==> src/rtl/dck_pkg.sv <==
package dck_pkg;
    localparam int DATA_W     = 32;
    localparam int NUM_CH     = 2;
    localparam int NUM_SRC    = 3;
    localparam int DIV_W      = 7;
    localparam int BYPASS_BIT = 6;
    localparam int SEL_LSB    = 16;
    localparam int SEL_W      = 2;
    localparam int DIV_LSB_MAIN = 0;
    localparam int DIV_LSB_SUB  = 8;

    typedef enum logic [1:0] {
        ADDR_CTRL     = 2'd0,
        ADDR_PAT_MAIN = 2'd1,
        ADDR_PAT_SUB  = 2'd2,
        ADDR_STOP     = 2'd3
    } reg_addr_e;

    function automatic int div_lsb(input int ch);
        return (ch == 0) ? DIV_LSB_MAIN : DIV_LSB_SUB;
    endfunction
endpackage

==> src/rtl/dck_regs.sv <==
module dck_regs
    import dck_pkg::*;
#(
    parameter int PAT_W = 32
) (
    input  logic                          clk,
    input  logic                          rst_n,
    input  logic                          wr_en,
    input  logic [1:0]                    wr_addr,
    input  logic [DATA_W-1:0]             wr_data,
    input  logic                          sel_tick,
    output logic [SEL_W-1:0]              src_sel,
    output logic [NUM_CH-1:0][DIV_W-1:0]  div_field,
    output logic [NUM_CH-1:0][PAT_W-1:0]  pattern,
    output logic                          stop_req,
    output logic                          stopped
);
    typedef struct packed {
        logic [SEL_W-1:0]             sel;
        logic [NUM_CH-1:0][DIV_W-1:0] div;
        logic [NUM_CH-1:0][PAT_W-1:0] pat;
        logic                         stop_req;
        logic                         stopped;
    } regs_t;

    regs_t st_d, st_q;
    reg_addr_e addr;
    logic stop_set;

    assign addr     = reg_addr_e'(wr_addr);
    assign stop_set = wr_en && (addr == ADDR_STOP) && wr_data[0];

    always_comb begin
        st_d = st_q;
        if (wr_en) begin
            case (addr)
                ADDR_CTRL: begin
                    st_d.sel = wr_data[SEL_LSB +: SEL_W];
                    for (int c = 0; c < NUM_CH; c++) begin
                        st_d.div[c] = wr_data[div_lsb(c) +: DIV_W];
                    end
                end
                ADDR_PAT_MAIN: st_d.pat[0]   = wr_data[PAT_W-1:0];
                ADDR_PAT_SUB:  st_d.pat[1]   = wr_data[PAT_W-1:0];
                default:       st_d.stop_req = wr_data[0];
            endcase
        end
        if (stop_set) begin
            st_d.stopped = 1'b1;
        end else if (st_q.stopped && !st_q.stop_req && sel_tick) begin
            st_d.stopped = 1'b0;
        end
    end

    always_ff @(posedge clk or negedge rst_n) begin
        if (!rst_n) begin
            st_q <= '0;
        end else begin
            st_q <= st_d;
        end
    end

    logic unused_wr_bits;
    assign unused_wr_bits = ^wr_data;

    assign src_sel   = st_q.sel;
    assign div_field = st_q.div;
    assign pattern   = st_q.pat;
    assign stop_req  = st_q.stop_req;
    assign stopped   = st_q.stopped;
endmodule

==> src/rtl/dck_src_sel.sv <==
module dck_src_sel
    import dck_pkg::*;
(
    input  logic [NUM_SRC-1:0] src_tick,
    input  logic [SEL_W-1:0]   src_sel,
    output logic               sel_tick
);
    always_comb begin
        case (src_sel)
            2'd0:    sel_tick = src_tick[0];
            2'd1:    sel_tick = src_tick[1];
            2'd2:    sel_tick = src_tick[2];
            default: sel_tick = 1'b0;
        endcase
    end
endmodule

==> src/rtl/dck_chan.sv <==
module dck_chan
    import dck_pkg::*;
#(
    parameter int PAT_W = 32
) (
    input  logic             clk,
    input  logic             rst_n,
    input  logic             run,
    input  logic             tick,
    input  logic [DIV_W-1:0] div_field,
    input  logic [PAT_W-1:0] pattern,
    output logic             dot_en
);
    localparam int PTR_W   = $clog2(PAT_W);
    localparam int RATIO_W = $clog2(PAT_W + 1);

    typedef struct packed {
        logic [DIV_W-1:0] act;
        logic [PTR_W-1:0] ptr;
        logic             out;
    } chan_t;

    chan_t cs_d, cs_q;
    logic [RATIO_W-1:0] ratio;
    logic               bypass;
    logic               at_wrap;

    function automatic logic [RATIO_W-1:0] eff_ratio(input logic [DIV_W-1:0] f);
        logic [5:0] raw;
        raw = f[5:0];
        if (int'(raw) > PAT_W) begin
            return RATIO_W'(PAT_W);
        end
        return RATIO_W'(raw);
    endfunction

    assign bypass  = cs_q.act[BYPASS_BIT];
    assign ratio   = eff_ratio(cs_q.act);
    assign at_wrap = (RATIO_W'(cs_q.ptr) == (ratio - RATIO_W'(1)));

    always_comb begin
        cs_d     = cs_q;
        cs_d.out = 1'b0;
        if (!run) begin
            cs_d.act = div_field;
            cs_d.ptr = '0;
        end else if (bypass) begin
            cs_d.out = tick;
            cs_d.act = div_field;
            cs_d.ptr = '0;
        end else if (ratio == '0) begin
            cs_d.act = div_field;
            cs_d.ptr = '0;
        end else begin
            cs_d.out = tick & pattern[cs_q.ptr];
            if (tick) begin
                if (at_wrap) begin
                    cs_d.ptr = '0;
                    cs_d.act = div_field;
                end else begin
                    cs_d.ptr = cs_q.ptr + PTR_W'(1);
                end
            end
        end
    end

    always_ff @(posedge clk or negedge rst_n) begin
        if (!rst_n) begin
            cs_q <= '0;
        end else begin
            cs_q <= cs_d;
        end
    end

    assign dot_en = cs_q.out;
endmodule

==> src/rtl/dot_clock_gen.sv <==
module dot_clock_gen
    import dck_pkg::*;
#(
    parameter int PAT_W = 32
) (
    input  logic              clk,
    input  logic              rst_n,
    input  logic [2:0]        src_tick,
    input  logic              wr_en,
    input  logic [1:0]        wr_addr,
    input  logic [31:0]       wr_data,
    output logic [1:0]        dot_en,
    output logic              stopped
);
    logic [SEL_W-1:0]             src_sel;
    logic [NUM_CH-1:0][DIV_W-1:0] div_field;
    logic [NUM_CH-1:0][PAT_W-1:0] pattern;
    logic                         stop_req;
    logic                         sel_tick;
    logic                         halted;

    dck_regs #(.PAT_W(PAT_W)) u_regs (
        .clk       (clk),
        .rst_n     (rst_n),
        .wr_en     (wr_en),
        .wr_addr   (wr_addr),
        .wr_data   (wr_data),
        .sel_tick  (sel_tick),
        .src_sel   (src_sel),
        .div_field (div_field),
        .pattern   (pattern),
        .stop_req  (stop_req),
        .stopped   (halted)
    );

    dck_src_sel u_src (
        .src_tick (src_tick),
        .src_sel  (src_sel),
        .sel_tick (sel_tick)
    );

    for (genvar c = 0; c < NUM_CH; c++) begin : g_chan
        dck_chan #(.PAT_W(PAT_W)) u_chan (
            .clk       (clk),
            .rst_n     (rst_n),
            .run       (!halted),
            .tick      (sel_tick),
            .div_field (div_field[c]),
            .pattern   (pattern[c]),
            .dot_en    (dot_en[c])
        );
    end

    assign stopped = halted;
endmodule

==> config.mk <==
export PLATFORM = sky130hd
export DESIGN_NAME = dot_clock_gen
export DESIGN_NICKNAME = d
export VERILOG_FILES = /design/src/rtl/dck_pkg.sv /design/src/rtl/dck_regs.sv /design/src/rtl/dck_src_sel.sv /design/src/rtl/dck_chan.sv /design/src/rtl/dot_clock_gen.sv
export SDC_FILE = /design/constraint.sdc
export NUM_CORES = 1
export LEC_CHECK = 0
export BUFFER_PORTS_ARGS = -buffer_cell sky130_fd_sc_hd__clkbuf_2
export CELL_PAD_IN_SITES_DETAIL_PLACEMENT = 0
export CELL_PAD_IN_SITES_GLOBAL_PLACEMENT = 1
export CORE_ASPECT_RATIO = 1.25
export CORE_MARGIN = 1
export CORE_UTILIZATION = 53
export CTS_CLUSTER_SIZE = 12
export DETAILED_ROUTE_END_ITERATION = 12
export GPL_TIMING_DRIVEN = 1
export PLACE_DENSITY = 0.9
export SLEW_MARGIN = 20
export SYNTH_ARGS = -nofsm -noshare
export SYNTH_HDL_FRONTEND = slang
export SYNTH_SLANG_ARGS = --single-unit
==> constraint.sdc <==
create_clock -name clk -period 5.7 [get_ports clk]
set_input_delay 1.14 -clock clk [delete_from_list [all_inputs] [get_ports clk]]
set_output_delay 1.14 -clock clk [all_outputs]
set_load 0.02 [all_outputs]
# Word level (Yosys, flattened, before mapping)
# Cells that the tools add are included.
# word_totals
ff_bits	108
latch_bits	0
mem_bits_rw	0
mem_bits_ro	0
input_bits	40
wordCells	83
n_memories	0
# op_classes
add_sub_neg	4
n_mul	0
n_div	0
order_cmp	4
n_eq_ne	7
shifts	0
muxes	29
bitwise	3
reduce_logical	21
# ops
op	n
12-bit 2-to-1 mux	6
13-bit 2-to-1 mux	2
6-bit 2-to-1 mux	4
4-bit nonzero test	4
7-bit 2-to-1 mux	2
5-bit by 6-bit equality test with 1-bit output	2
6-bit > comparator (second input constant)	2
6-bit logical NOT	2
5-bit by 6-bit less-than comparator with 1-bit output (second input constant)	2
2-bit AND reduction	6
6-bit by 1-bit subtractor with 6-bit output (second input constant)	2
5-bit by 1-bit adder with 5-bit output (second input constant)	2
1-bit binary-select mux with 5-bit select	2
1-bit 2-to-1 mux	10
5-bit 2-to-1 mux	2
2-bit equality test (second input constant)	3
2-bit by 1-bit equality test with 1-bit output (second input constant)	2
1-bit logical AND	4
2-bit logical NOT	2
1-bit case mux with 3 select lines	1
3-bit OR reduction	1
1-bit bitwise AND	2
2-bit nonzero test	1
1-bit logical NOT	1
1-bit inverter	1

# Depth between registers and ports, before layout
# depth
ltp_word	10
mapped_depth	9
depth_no_buf	9

# By module
# Synthesis repeated with hierarchy kept, for this count alone.
# unflattened
cells_unflattened	373
area_unflattened_um2	5290.1
# by_module_without_submodules
module	n_inst	cells_per_inst	area_each_um2	seq_area_each_um2
dck_regs	1	177	3111.7	2052.0
dck_chan	2	96	1076.0	325.3
dck_src_sel	1	3	22.5	0.0
dot_clock_gen	1	1	3.8	0.0

# Least setup slack after synthesis
# OpenSTA, ideal clock, no wires.
# synth_path
path_kind	in2reg
from	input wr_addr[1]
to	register u_regs.st_q, in the netlist u_regs.div_field[10]
arrival_ns	2.484
t_required_ns	5.575
slack_ns	3.092
path_stages	3
n_path_buf	1
path_cell_list	nor3b_1 clkbuf_1 mux2_2
# synth_between
elab_chain_len	2
# synth_lines
element	line_no	source
start, declared	dot_clock_gen.sv:10	input logic [1:0] wr_addr,
2-bit logical NOT	dck_regs.sv:36	case (addr)
2-bit AND reduction (no source line)	--	
end signal, assigned	dck_regs.sv:59	st_q <= st_d;
end, declared	dck_regs.sv:26	regs_t st_d, st_q;
# No other way between the ends.
# A chain may end at the register's enable or synchronous reset.

# Final worst setup path
# layout_path
from	register g_chan[1].u_chan.cs_q[11] (netlist bit)
to	register g_chan[1].u_chan.cs_q[7] (netlist bit)
# layout_between
elab_chain_len	7
# layout_lines
element	line_no	source
start, declared	dck_chan.sv:23	chan_t cs_d, cs_q;
start signal, assigned	dck_chan.sv:71	cs_q <= cs_d;
6-bit > comparator	dck_chan.sv:31	if (int'(raw) > PAT_W) begin
1-bit 2-to-1 mux	dck_chan.sv:31	
6-bit 2-to-1 mux *	dck_chan.sv:34	return RATIO_W'(raw);
6-bit by 1-bit subtractor with 6-bit output or 6-bit logical NOT (tied branches)	dck_chan.sv:39, dck_chan.sv:51	
5-bit by 6-bit equality test with 1-bit output or 12-bit 2-to-1 mux (tied branches)	dck_chan.sv:39, dck_chan.sv:51	
4-bit nonzero test (no source line) or 13-bit 2-to-1 mux (tied branches)	--	
2-bit AND reduction (no source line) or 12-bit 2-to-1 mux (tied branches)	--	
# Mark *: on every way between the ends. The rest lies on a longest branch, timed or not.

==> results.ini <==
[sta]
min_period_ps = 2656
fin_crit_sh = 0.4660
hold_violations = 0
whs_ps = 482.8
tns_ps = 0
relSlewSlack = 0.3957
skew_ps = 5.970
worstMarginPinSlew_ps = 906.4
rsz0062_at_grt = no
fmax_mhz = 376.5
setup_viol_count_final = 0
finalMaxSlewViolations = 0

[yosys]
synth.area.top_cells = dfrtp_1, mux2_2, mux4_2
synth_edf_count = 0
yosysTopAreaCellShare = 0.5222
ys.flop_type = dfrtp_1
netlist_area_mm2 = 0.005175
ys_types = 44
synth_top_cell_by_area = dfrtp_1
yosys_warnings = 0
synthCells = 389
ys_seq_elements = 108
syn_nets = 435
yosysSeqAreaShare = 0.5222
synthArstFlopShare = 1.000
syn_area_per_cell_um2 = 13.30

[clock_tree]
cts-hold-fix-buffers = 0
cts_tree = built
clock-sinks = 108
post_cts_resize_count = 0
cts_root_buffer = clkbuf_16
cts_max_level = 3
cts.clk_slew.worst_paths_ps = 70
cts_setup_buffers = 0
numCtsBuffers = 9
clock_path_buffers = 2
clock_latency_ps = 350

[drt]
first_pass_iters = 4
routed_via_density = 5.935
drc_errors = 0
num_vias = 3276
initialDrtViolationCount = 226
wirelength_um = 10310
wire_per_inst_um = 18.67
postRouteAntennaNets = 0

[grt]
overflow = 0
grt_use_total = 0.2222
grt_max_degree = 67
grt_pass1_vias = 3334
antenna_found_initial = 0
grt_pass1_wl_um = 17240

[final_layout]
post-route-util = 0.6182
final_cells = 552
num-fill-cells = 740
final_layout_size_suffix_gt1_frac = 0.4103
area_growth_pct = 11.34
antenna_cells = 0
nets = 470

[floorplanning]
die_area_mm2 = 0.01017
dieWidth_um = 90.38
initial_utilization = 0.5552
die_h_um = 112.5
ios = 43
rows = 39
core_mm2 = 0.009320

[pwr]
p_per_area_mw_per_mm2 = 439.9
p_int_mw = 1.698
leakage_nw = 2.452
p_clk_frac = 0.236
irDropWorstVdd_v = 0.0002292
total_power_mw = 2.534
power.switching_uw = 836.7
power_frac_comb = 0.310
p_sw_frac = 0.3301
seqPwrFrac = 0.454

[job]
cap_violations = 0

[place]
portBuffers = 42
dp_hpwl_um = 7104
post-place-cells = 536
gp_congestion = 0.7754

[worst_setup_path]
required_ps = 5930
critPathCaptureType = flop
critPathKind = flop to flop
cp_max_fo = 7
cp-start-kind = flop
arrival_ps = 2880

[run_status]
status = finished clean

[worst_hold_path]
hold_class = flop to flop

[power groups by stage]
stage | Sequential (mW) | Combinational, mW | Clock, mW
after floorplan | 1.05 | 0.699 | 0
after global placement | 1.15 | 0.756 | 0
after detailed placement | 1.16 | 0.783 | 0
after CTS | 1.15 | 0.792 | 0.609
after global routing | 1.19 | 0.869 | 0.639
final | 1.15 | 0.785 | 0.599
[registers in the layout, summed over array words and instances (netlist names)]
signal / cells
u_regs.src_sel: 2
g_chan.u_chan.dot_en: 2
u_regs.div_field: 14
g_chan.u_chan.cs_q: 22
u_regs.stopped: 1
u_regs.pattern: 64
u_regs.stop_req: 1
g_chan.u_chan.bypass: 2
[layout by cell type (no fill, tap or decap), types with 2 or more instances in the layout]
| master | n |
|---|---|
| dfrtp_1 | 108 |
| mux2_2 | 95 |
| clkbuf_2 | 41 |
| nand2_1 | 19 |
| o21ai_0 | 19 |
| mux4_2 | 14 |
| nor2_1 | 11 |
| nand3_1 | 10 |
| clkbuf_16 | 9 |
| a21oi_1 | 7 |
| mux2i_1 | 7 |
| nor3_1 | 6 |
| xnor2_1 | 6 |
| and3_1 | 6 |
| ha_1 | 6 |
| nor4_1 | 5 |
| a211oi_1 | 5 |
| nand3b_1 | 5 |
| buf_4 | 5 |
| inv_1 | 3 |
| nor2b_1 | 3 |
| and2_1 | 3 |
| o21a_1 | 2 |
| nand4bb_1 | 2 |
| o21bai_1 | 2 |
| a31oi_1 | 2 |
| xor2_1 | 2 |
| o2111ai_1 | 2 |
| a2111oi_0 | 2 |
| o31ai_1 | 2 |
| inv_6 | 2 |
| clkinv_4 | 2 |
[per-layer routing]
metal / vias up / track usage / wire length (um)
met5: - / 0 / 0
met2: 82 / 0.3684 / 5078
met3: 9 / 0.03794 / 484
met1: 1676 / 0.3001 / 4607
met4: 0 / 0.07204 / 139
li1: 1509 / - / -
[cells by family (layout without fill, tap and decap cells)]
family                     count (synthesis)  in the layout  share of synthesized area
buffers and inverters                     25             65                    0.02176
DFF                                      108            108                     0.5222
muxes                                    116            116                     0.2812
xor gates and xnor gates                   9              9                    0.01813
adders and majority gates                  6              6                    0.01451
and+or+nand+nor                           77             77                    0.08124
AOI/OAI and AO/OA                         48             48                    0.06093
[metrics by stage]
step	worst slack [ps]	cell area, um2
after floorplan	3092	5175
after global placement	2932	5475
after detailed placement	2855	5475
after CTS	3006	5762
after global routing	2793	5762
final	3044	5762
[final cells by class]
type                    instances  area, um2  share of cell area
well taps                     123      153.9             0.02671
flip-flops and latches        108       2703              0.4691
repair buffers                 46      242.7             0.04213
inverters                       3      11.26            0.001954
clock buffers                  10      239.0             0.04148
clock inverters                 6      47.55            0.008252
multi-input cells             256       2365              0.4104
[final timing paths]
kind | slack (ps) | end | cells past startpoint | startpoint
worst max-delay path | 3040 | g_chan[1].u_chan.cs_q[7] | 7 | g_chan[1].u_chan.cs_q[11]
worst min-delay path | 480 | u_regs.stop_req | 2 | u_regs.stop_req
worst max register to register | 3040 | g_chan[1].u_chan.cs_q[7] | 7 | g_chan[1].u_chan.cs_q[11]
worst min register to register | 480 | u_regs.stop_req | 2 | u_regs.stop_req
max in group asynchronous | 3720 | u_regs.pattern[14] | 2 | rst_n
min in group asynchronous | 770 | u_regs.pattern[45] | 1 | rst_n
[Yosys cell counts (6+ instances only)]
library cell,instances
nor2_1,11
ha_1,6
mux2_2,95
and3_1,6
a21oi_1,7
o21ai_0,19
nand3_1,10
clkbuf_1,12
nand2_1,19
mux4_2,14
xnor2_1,6
dfrtp_1,108
mux2i_1,7
nor3_1,6
[worst max-delay path, cell delays in order, from the launching register on]
cell and delay (ps):
dfrtp_1 440, nand2b_1 220, ha_1 330, xnor2_1 130, a2111oi_0 400, nand3_1 220, o31ai_4 410, mux2_2 390
(Power assumes the default switching activity.)
